### src/rtl/dsch_pkg.sv
package dsch_pkg;

   localparam int CFG_W    = 32;
   localparam int CTRL_W   = 32;
   localparam int REQ_W    = 32;
   localparam int MAX_CH   = 8;
   localparam int CNT_W    = 12;
   localparam int PERI_W   = 5;
   localparam int FLOW_W   = 3;

   localparam int EN_BIT   = 0;
   localparam int HALT_BIT = 18;
   localparam int SRC_LSB  = 1;
   localparam int DST_LSB  = 6;
   localparam int FLOW_LSB = 11;

   typedef enum logic [FLOW_W-1:0] {
      FL_MEM2MEM  = 3'd0,
      FL_TO_DST   = 3'd1,
      FL_FROM_SRC = 3'd2,
      FL_PERI2PER = 3'd3
   } flow_e;

   typedef struct packed {
      logic              en;
      logic              halt;
      logic [FLOW_W-1:0] flow;
      logic [PERI_W-1:0] src;
      logic [PERI_W-1:0] dst;
   } chan_cfg_t;

   function automatic chan_cfg_t unpack_cfg(input logic [CFG_W-1:0] w);
      chan_cfg_t c;
      c.en   = w[EN_BIT];
      c.halt = w[HALT_BIT];
      c.flow = w[FLOW_LSB +: FLOW_W];
      c.src  = w[SRC_LSB +: PERI_W];
      c.dst  = w[DST_LSB +: PERI_W];
      return c;
   endfunction

endpackage

### src/rtl/dsch_elig.sv
module dsch_elig
   import dsch_pkg::*;
#(
   parameter int NUM_CH = 8
) (
   input  logic [NUM_CH*CFG_W-1:0]  cfg_flat,
   input  logic [NUM_CH*CTRL_W-1:0] ctrl_flat,
   input  logic [REQ_W-1:0]         req_single,
   input  logic [REQ_W-1:0]         req_burst,
   output logic [NUM_CH-1:0]        elig,
   output logic [NUM_CH-1:0]        unsup
);

   logic [REQ_W-1:0] req_any;
   assign req_any = req_single | req_burst;

   for (genvar i = 0; i < NUM_CH; i++) begin : g_ch
      chan_cfg_t c;
      logic      cnt_nz;
      logic      src_rq;
      logic      dst_rq;
      logic      gate;
      logic      live;
      logic      unused_ctrl_hi;

      assign c              = unpack_cfg(cfg_flat[i*CFG_W +: CFG_W]);
      assign cnt_nz         = |ctrl_flat[i*CTRL_W +: CNT_W];
      assign unused_ctrl_hi = ^ctrl_flat[i*CTRL_W+CNT_W +: CTRL_W-CNT_W];
      assign src_rq         = req_any[c.src];
      assign dst_rq         = req_any[c.dst];
      assign live           = c.en & ~c.halt;

      always_comb begin
         case (c.flow)
            FL_MEM2MEM:  gate = 1'b1;
            FL_TO_DST:   gate = dst_rq;
            FL_FROM_SRC: gate = src_rq;
            FL_PERI2PER: gate = src_rq & dst_rq;
            default:     gate = 1'b0;
         endcase
      end

      assign elig[i]  = live & cnt_nz & gate;
      assign unsup[i] = live & c.flow[FLOW_W-1];
   end

endmodule

### src/rtl/dsch_pick.sv
module dsch_pick #(
   parameter int N = 8
) (
   input  logic [N-1:0] req,
   output logic [N-1:0] pick
);

   localparam logic [N-1:0] ONE = {{(N-1){1'b0}}, 1'b1};

   if (N == 2) begin : g_two
      assign pick = {req[1] & ~req[0], req[0]};
   end else begin : g_scan
      always_comb begin
         logic found;
         found = 1'b0;
         pick  = '0;
         for (int i = 0; i < N; i++) begin
            if (req[i] && !found) begin
               pick[i] = 1'b1;
               found   = 1'b1;
            end
         end
      end
   end

   // the chosen bit is requested and nothing below it is
   always_comb begin
      if (pick != '0) begin
         a_r8_pick_lowest : assert (((req & (pick - ONE)) == '0) && ((req & pick) != '0));
      end else begin
         a_r8_pick_none : assert (req == '0);
      end
   end

endmodule

### src/rtl/dsch_hold.sv
module dsch_hold #(
   parameter int N = 8
) (
   input  logic         clk,
   input  logic         rst_n,
   input  logic         glb_en,
   input  logic [N-1:0] elig,
   input  logic [N-1:0] pick,
   output logic [N-1:0] grant_q
);

   localparam logic [N-1:0] ONE = {{(N-1){1'b0}}, 1'b1};

   logic         keep;
   logic [N-1:0] grant_d;

   assign keep = |(grant_q & elig);

   always_comb begin
      if (!glb_en)   grant_d = '0;
      else if (keep) grant_d = grant_q;
      else           grant_d = pick;
   end

   always_ff @(posedge clk) begin
      if (!rst_n) grant_q <= '0;
      else        grant_q <= grant_d;
   end

   a_r1_onehot : assert property (@(posedge clk) disable iff (!rst_n)
      $onehot0(grant_q));

   a_r6_off_no_grant : assert property (@(posedge clk) disable iff (!rst_n)
      !glb_en |=> (grant_q == '0));

   a_r9_hold_stable : assert property (@(posedge clk) disable iff (!rst_n)
      (glb_en && keep) |=> $stable(grant_q));

   a_r2_granted_was_elig : assert property (@(posedge clk) disable iff (!rst_n)
      glb_en |=> ((grant_q & ~$past(elig)) == '0));

   a_r8_fresh_lowest : assert property (@(posedge clk) disable iff (!rst_n)
      (glb_en && !keep && (elig != '0)) |=>
         ((grant_q != '0) && (($past(elig) & (grant_q - ONE)) == '0)));

endmodule

### src/rtl/dma_req_sched.sv
module dma_req_sched
   import dsch_pkg::*;
#(
   parameter int NUM_CH = 8
) (
   input  logic                     clk,
   input  logic                     rst_n,
   input  logic                     ctl_enable,
   input  logic [NUM_CH*CFG_W-1:0]  chan_cfg,
   input  logic [NUM_CH*CTRL_W-1:0] chan_ctrl,
   input  logic [REQ_W-1:0]         req_single,
   input  logic [REQ_W-1:0]         req_burst,
   output logic [MAX_CH-1:0]        grant,
   output logic [MAX_CH-1:0]        unsup_err
);

   localparam int PAD_W = MAX_CH - NUM_CH;

   if (!(NUM_CH == 8 || NUM_CH == 2)) begin : g_bad_nch
      $error("dma_req_sched: NUM_CH must be 8 or 2");
   end

   logic [NUM_CH-1:0] elig;
   logic [NUM_CH-1:0] unsup;
   logic [NUM_CH-1:0] pick;
   logic [NUM_CH-1:0] grant_q;
   logic [NUM_CH-1:0] unsup_q;

   dsch_elig #(.NUM_CH(NUM_CH)) u_elig (
      .cfg_flat   (chan_cfg),
      .ctrl_flat  (chan_ctrl),
      .req_single (req_single),
      .req_burst  (req_burst),
      .elig       (elig),
      .unsup      (unsup)
   );

   dsch_pick #(.N(NUM_CH)) u_pick (
      .req  (elig),
      .pick (pick)
   );

   dsch_hold #(.N(NUM_CH)) u_hold (
      .clk     (clk),
      .rst_n   (rst_n),
      .glb_en  (ctl_enable),
      .elig    (elig),
      .pick    (pick),
      .grant_q (grant_q)
   );

   always_ff @(posedge clk) begin
      if (!rst_n) unsup_q <= '0;
      else        unsup_q <= unsup;
   end

   if (PAD_W > 0) begin : g_pad
      assign grant     = {{PAD_W{1'b0}}, grant_q};
      assign unsup_err = {{PAD_W{1'b0}}, unsup_q};
   end else begin : g_full
      assign grant     = grant_q;
      assign unsup_err = unsup_q;
   end

   for (genvar i = 0; i < NUM_CH; i++) begin : g_chk
      a_r7_unsup_not_granted : assert property (@(posedge clk) disable iff (!rst_n)
         unsup[i] |=> (!grant[i] && unsup_err[i]));
   end

endmodule

### config.mk
export PLATFORM = sky130hd
export DESIGN_NAME = dma_req_sched
export DESIGN_NICKNAME = d
export VERILOG_FILES = /design/src/rtl/dsch_pkg.sv /design/src/rtl/dsch_elig.sv /design/src/rtl/dsch_pick.sv /design/src/rtl/dsch_hold.sv /design/src/rtl/dma_req_sched.sv
export SDC_FILE = /design/constraint.sdc
export NUM_CORES = 1
export LEC_CHECK = 0
export BUFFER_PORTS_ARGS = -buffer_cell sky130_fd_sc_hd__buf_2
export CORE_AREA = 3 3 232 234
export CTS_CLUSTER_DIAMETER = 80
export CTS_CLUSTER_SIZE = 25
export DETAILED_ROUTE_END_ITERATION = 8
export DIE_AREA = 0 0 235 237
export GPL_TIMING_DRIVEN = 0
export SLEW_MARGIN = 20
export SYNTH_ARGS = -nofsm -noshare
export SYNTH_HDL_FRONTEND = slang
export SYNTH_SLANG_ARGS = --single-unit
### constraint.sdc
create_clock -name clk -period 8 [get_ports clk]
set_input_delay 1.6 -clock clk [delete_from_list [all_inputs] [get_ports clk]]
set_output_delay 1.6 -clock clk [all_outputs]
set_load 0.02 [all_outputs]
======== Word level (Yosys, flattened, before mapping) ========
Cells that the tools add are included.
Widths: inputs -> output; s select.
storage, ports and cells
  flip-flop bits (word level) ............. 16
  bits of input ports ..................... 579
  output and inout port bits .............. 16
  word-level logic and storage cells ...... 178
operators by class
  magnitude comparators ................... 16
  eq/ne operators ......................... 24
  multiplexer cells ....................... 54
  bitwise gates (word level) .............. 50
  reduce and logical (&&, ||, !) cells .... 32
operators by type and width
  kind                number
  $lt 5x6->1 const B  16
  $reduce_or 12->1    8
  $bmux 1 s5          16
  $eq 3x2->1 const B  16
  $and 1x1->1         40
  $or 32x32->32       1
  $pmux 1 s4          8
  $mux 1              30
  $eq 3x1->1 const B  8
  $logic_not 3->1     8
  $and 8x8->8         1
  $not 1->1           8
  $reduce_or 8->1     1
  $logic_and 1x1->1   7
  $logic_not 1->1     7
  $reduce_and 2->1    1

======== Longest topological paths before layout ========
  depth after elaboration ................. 28
  gate-level depth with buffers ........... 11
  mapped depth without buffers ............ 8

======== Hierarchy ========
From an unflattened synthesis, not the netlist that was laid out.
second synthesis, totals
  cells, all modules ...................... 591
  area total of the unflattened synthesis .. 5770.5 sq um
modules (own cells, without submodules)
  module         times used  cells an instance  area an instance (sq um)
  dsch_elig      1           524                5053.6
  dsch_hold      1           40                 422.9
  dma_req_sched  1           16                 210.2
  dsch_pick      1           11                 83.8

======== Worst setup path after synthesis ========
Ideal clock, no wire load.
  kind .................................... input to register
  start ................................... in req_burst[3]
  end ..................................... reg u_hold.grant_q[3]
  library setup time ...................... 0.072 ns
  data arrival time ....................... 3.895 ns
  slack ................................... 4.033 ns
  stages .................................. 10
  buffers on the path ..................... 2
  cell sequence ........................... or2_1 -> clkbuf_1 -> mux4_2 -> a2111oi_2 -> a22oi_1 -> and4_4 -> a32o_1 -> nor4b_4 -> buf_6 -> mux2i_1
on the way
  longest elaborated chain between the ends .. 16
  elaborated cells on any way between the ends .. 69
ends and longest elaborated chain
  what                                  line                              RTL
  start, declared                       dma_req_sched.sv:12               input logic [REQ_W-1:0] req_burst,
  $or 32x32->32 *                       dsch_elig.sv:15                   assign req_any = req_single | req_burst;
  $bmux 1 s5, on equally long branches  dsch_elig.sv:29, dsch_elig.sv:30
  $mux 1, on equally long branches      dsch_elig.sv:29, dsch_elig.sv:30
  $and 1x1->1                           dsch_elig.sv:38                   FL_PERI2PER: gate = src_rq & dst_rq;
  $pmux 1 s4                            dsch_elig.sv:34                   case (c.flow)
  $and 1x1->1                           dsch_elig.sv:43                   assign elig[i] = live & cnt_nz & gate;
  $mux 1                                dsch_pick.sv:18                   if (req[i] && !found) begin
  $logic_not 1->1                       dsch_pick.sv:18
  $logic_and 1x1->1                     dsch_pick.sv:18
  $mux 1                                dsch_pick.sv:18
  $logic_not 1->1                       dsch_pick.sv:18
  $logic_and 1x1->1                     dsch_pick.sv:18
  $mux 1                                dsch_pick.sv:18
  $logic_not 1->1                       dsch_pick.sv:18
  $logic_and 1x1->1                     dsch_pick.sv:18
  $mux 1                                dsch_pick.sv:18
  end signal, assigned                  dsch_hold.sv:27                   else grant_q <= grant_d;
  end, declared                         dsch_hold.sv:9                    output logic [N-1:0] grant_q
Mark *: on every way between the ends. The rest lies on a longest branch, timed or not. The select of a mux whose other input is x is not followed.
A chain may end at the register's enable or synchronous reset.

======== Worst setup path after layout ========
  start ................................... in req_single[25]
  end ..................................... reg u_hold.grant_q[3]
on the way
  longest elaborated chain between the ends .. 16
  elaborated cells on any way between the ends .. 69
ends and longest elaborated chain
  what                                  line                              RTL
  start, declared                       dma_req_sched.sv:11               input logic [REQ_W-1:0] req_single,
  $or 32x32->32 *                       dsch_elig.sv:15
  $bmux 1 s5, on equally long branches  dsch_elig.sv:29, dsch_elig.sv:30
  $mux 1, on equally long branches      dsch_elig.sv:29, dsch_elig.sv:30
  $and 1x1->1                           dsch_elig.sv:38
  $pmux 1 s4                            dsch_elig.sv:34
  $and 1x1->1                           dsch_elig.sv:43
  $mux 1                                dsch_pick.sv:18
  $logic_not 1->1                       dsch_pick.sv:18
  $logic_and 1x1->1                     dsch_pick.sv:18
  $mux 1                                dsch_pick.sv:18
  $logic_not 1->1                       dsch_pick.sv:18
  $logic_and 1x1->1                     dsch_pick.sv:18
  $mux 1                                dsch_pick.sv:18
  $logic_not 1->1                       dsch_pick.sv:18
  $logic_and 1x1->1                     dsch_pick.sv:18
  $mux 1                                dsch_pick.sv:18
Marked as above.

==> reports/qor.txt <==
Share of layout cells above drive strength 1 -> 38.1%
Placed standard-cell area -> 8550 sq um
Post_cts resized -> 0
Vias in the first global route -> 8210
Setup TNS -> 0 ns
Source of the worst hold timing path -> u_hold.grant_q[3]$_SDFFE_PN0N_
Worst setup path class -> primary input to register
Core area -> 52200 sq um
Final net count -> 1605
Critical Path Start -> req_single[25]
Final worst-path cycle share -> 59.3%
Starting DRC count in detailed routing -> 1259
CP max stage delay -> 0.88 ns
Peak VDD IR -> 0.0799 mV
Clock root buffer -> clkbuf_16
Max-cap violations -> 0
Vias per inst -> 5.11
Post-Syn Area per Cell -> 8.44 sq um
Clk_skew -> 0.0131 ns
Fill cells -> 5940
Worst Path Max Fanout -> 10
Netlist cell types -> 76
Clock Sinks -> 16
Fin area -> 8650 sq um
Die width -> 235 microns
Yosys warns -> 0
Final hold vios -> 0
Post-Synthesis Cells -> 750
Antenna Violating Nets Remaining -> 0
Worst path bufs/invs -> 3
Clock Path Buffers -> 2
RSZ-0062 raised after global routing -> false
Number of synthesized flops with an enable pin -> 0
First-pass GRT wire length -> 62600 microns
DRC -> 0
Crit. End Element -> register
Starting Density -> 12.1%
Global routing usage on met1 -> 21.6%
Leak -> 3.09 nW
Syn nets -> 1329
Post-synthesis sequential area ratio -> 5.06%
Least-Margin Pin Slew -> 1.02 ns
CTS Hold Bufs -> 0
CTS tree -> built
Via count -> 8782
Post-Route WL -> 45900 microns
Layer with the highest usage -> met2
Crit-path cells -> buf_2, or2_1, clkbuf_1, mux4_2, nor3_1, or3_1, nor4_1, o2bb2ai_1, nor4b_4, buf_6, mux2i_1
Setup violation total in the final timing report -> 0
Initial antenna violation count -> 21
Ys flop type -> dfxtp_1
Post-synthesis cell area -> 6330 sq um
Post-CTS setup buffer count -> 0
Max Clk Rate -> 211 MHz
Final WS setup -> 3.25 ns
Gr usage total -> 15.6%
CTS H-tree lvls -> 1
Final Slew Violations -> 0
TritonCTS buffer count -> 3
Maximum number of pins on one net before global-route repair -> 11
Detailed Place HPWL -> 38000 microns
Total Power -> 0.000627 W
Fin util -> 16.6%
# IOs -> 595
R2r setup slk -> 6.69 ns
Element type at the critical path start -> primary input
Crit path required time -> 8.16 ns
Dominant cell type by area after synthesis -> mux4_2
Hold WC Path Type -> register to register
Die height -> 237 microns
Critical R2R Launch -> u_hold.grant_q[7]$_SDFFE_PN0N_
Max-slew headroom -> 31.6%
Die area -> 55700 sq um
Outcome -> complete, no violations
Met3 Usage GRT -> 4.30%
Port bufs -> 271
Top cell family by delay on the critical path -> simple AND/OR/NAND/NOR gates
Top-area cell type share of the netlist area -> 28.5%
Crit path DAT -> 4.90 ns
Gr ovfl total -> 0
Clk_lat worst skew -> 0.28 ns
Final GP Congestion -> 0.973
WL/cell -> 26.7 microns
Post-Place Setup Slack -> 3.12 ns
Seq cells post-synth -> 16
Cell Pwr Density -> 72.5 nW/um^2
Clk pin slew, worst setup/hold paths -> 0.06 ns
Met2 global-route usage -> 23.5%
Tmin final -> 4.75 ns
Layout Area Growth over Synthesis -> 36.7%
Ys async rst share -> 0%
Worst path slowest cell -> nor4_1
TritonRoute pass-1 iters -> 6
Top post-synthesis cells by area -> mux4_2 28%, nor3_1 5.5%, dfxtp_1 5.1%
Num rows -> 84
[cell families (layout without fill, tap and decap cells)]
logic type             Yosys count  count (layout)  synth area share (%)
DFF                             16              16                  5.06
buffers and inverters          114             389                  7.26
and+or+nand+nor                341             341                  31.3
other                            0               5                     0
AOI/OAI and AO/OA              166             166                  20.7
muxes                          113             113                  35.8
[layout make-up]
cell class / count / area, sq um / area share (%)
Antenna cell: 5 / 12.5 / 0.145
Buffer: 76 / 318 / 3.67
Clock buffer: 4 / 88.8 / 1.03
Inverter: 38 / 143 / 1.65
Multi-Input combinational cell: 620 / 5550 / 64.2
Sequential cell: 16 / 320 / 3.70
Tap cell: 688 / 861 / 9.95
Timing Repair Buffer: 271 / 1360 / 15.7
[path summary, 6_finish.rpt]
kind | to | cells after the start
min | u_hold.grant_q[3]$_SDFFE_PN0N_ | 2
max | u_hold.grant_q[3]$_SDFFE_PN0N_ | 11
min reg2reg | u_hold.grant_q[3]$_SDFFE_PN0N_ | 2
max reg2reg | u_hold.grant_q[3]$_SDFFE_PN0N_ | 4
[registers in the layout, indices dropped and copies added, names as in the netlist]
signal,flops
u_hold.grant_q,8
unsup_err,8
[synth_stat cells (20+ instances only)]
cell type	instances
mux4_2	80
nor3_1	70
clkbuf_1	59
nor2_1	42
inv_1	38
nor4_1	38
nand2_1	37
a2111oi_0	33
nor3b_1	27
mux2i_1	24
a211oi_1	20
[power by group]
| group | switching (W) | total, W | leakage [nW] | internal (W) |
|---|---|---|---|---|
| Sequential | 0.00000117 | 0.0000825 | 0.130 | 0.0000813 |
| Combinational | 0.000245 | 0.000415 | 2.92 | 0.000171 |
| Clock | 0.0000525 | 0.000129 | 0.0442 | 0.0000769 |
[tightest hold or removal path, stage by stage (launching register included)]
cell and delay [ns]:
dfxtp_1 0.32, nand2_1 0.06, mux2i_1 0.05
[per-stage QoR]
step                      cells  hold WS, ns
after global routing       1715        0.505
final                      1718        0.481
after detailed placement   1709        0.471
after global placement     1709        0.463
after CTS                  1713        0.481
after floorplan             750        0.542
[routing by layer]
layer / vias up / wire (microns)
met2: 771 / 19600
met3: 70 / 6100
met4: 16 / 1300
li1: 3688 / -
met5: - / 149
met1: 4237 / 18700
[placed cells by master, fill, tap and decap left out, drive strengths merged, types with 24 or more instances in the layout]
cell     synthesis  final
a2111oi         34     34
buf             15    286
clkbuf          60     64
inv             38     38
mux2i           24     24
mux4            88     88
nand2           37     37
nor2            43     43
nor3            70     70
nor3b           27     27
nor4            38     38
or2             30     30
(Power assumes the default switching activity.)
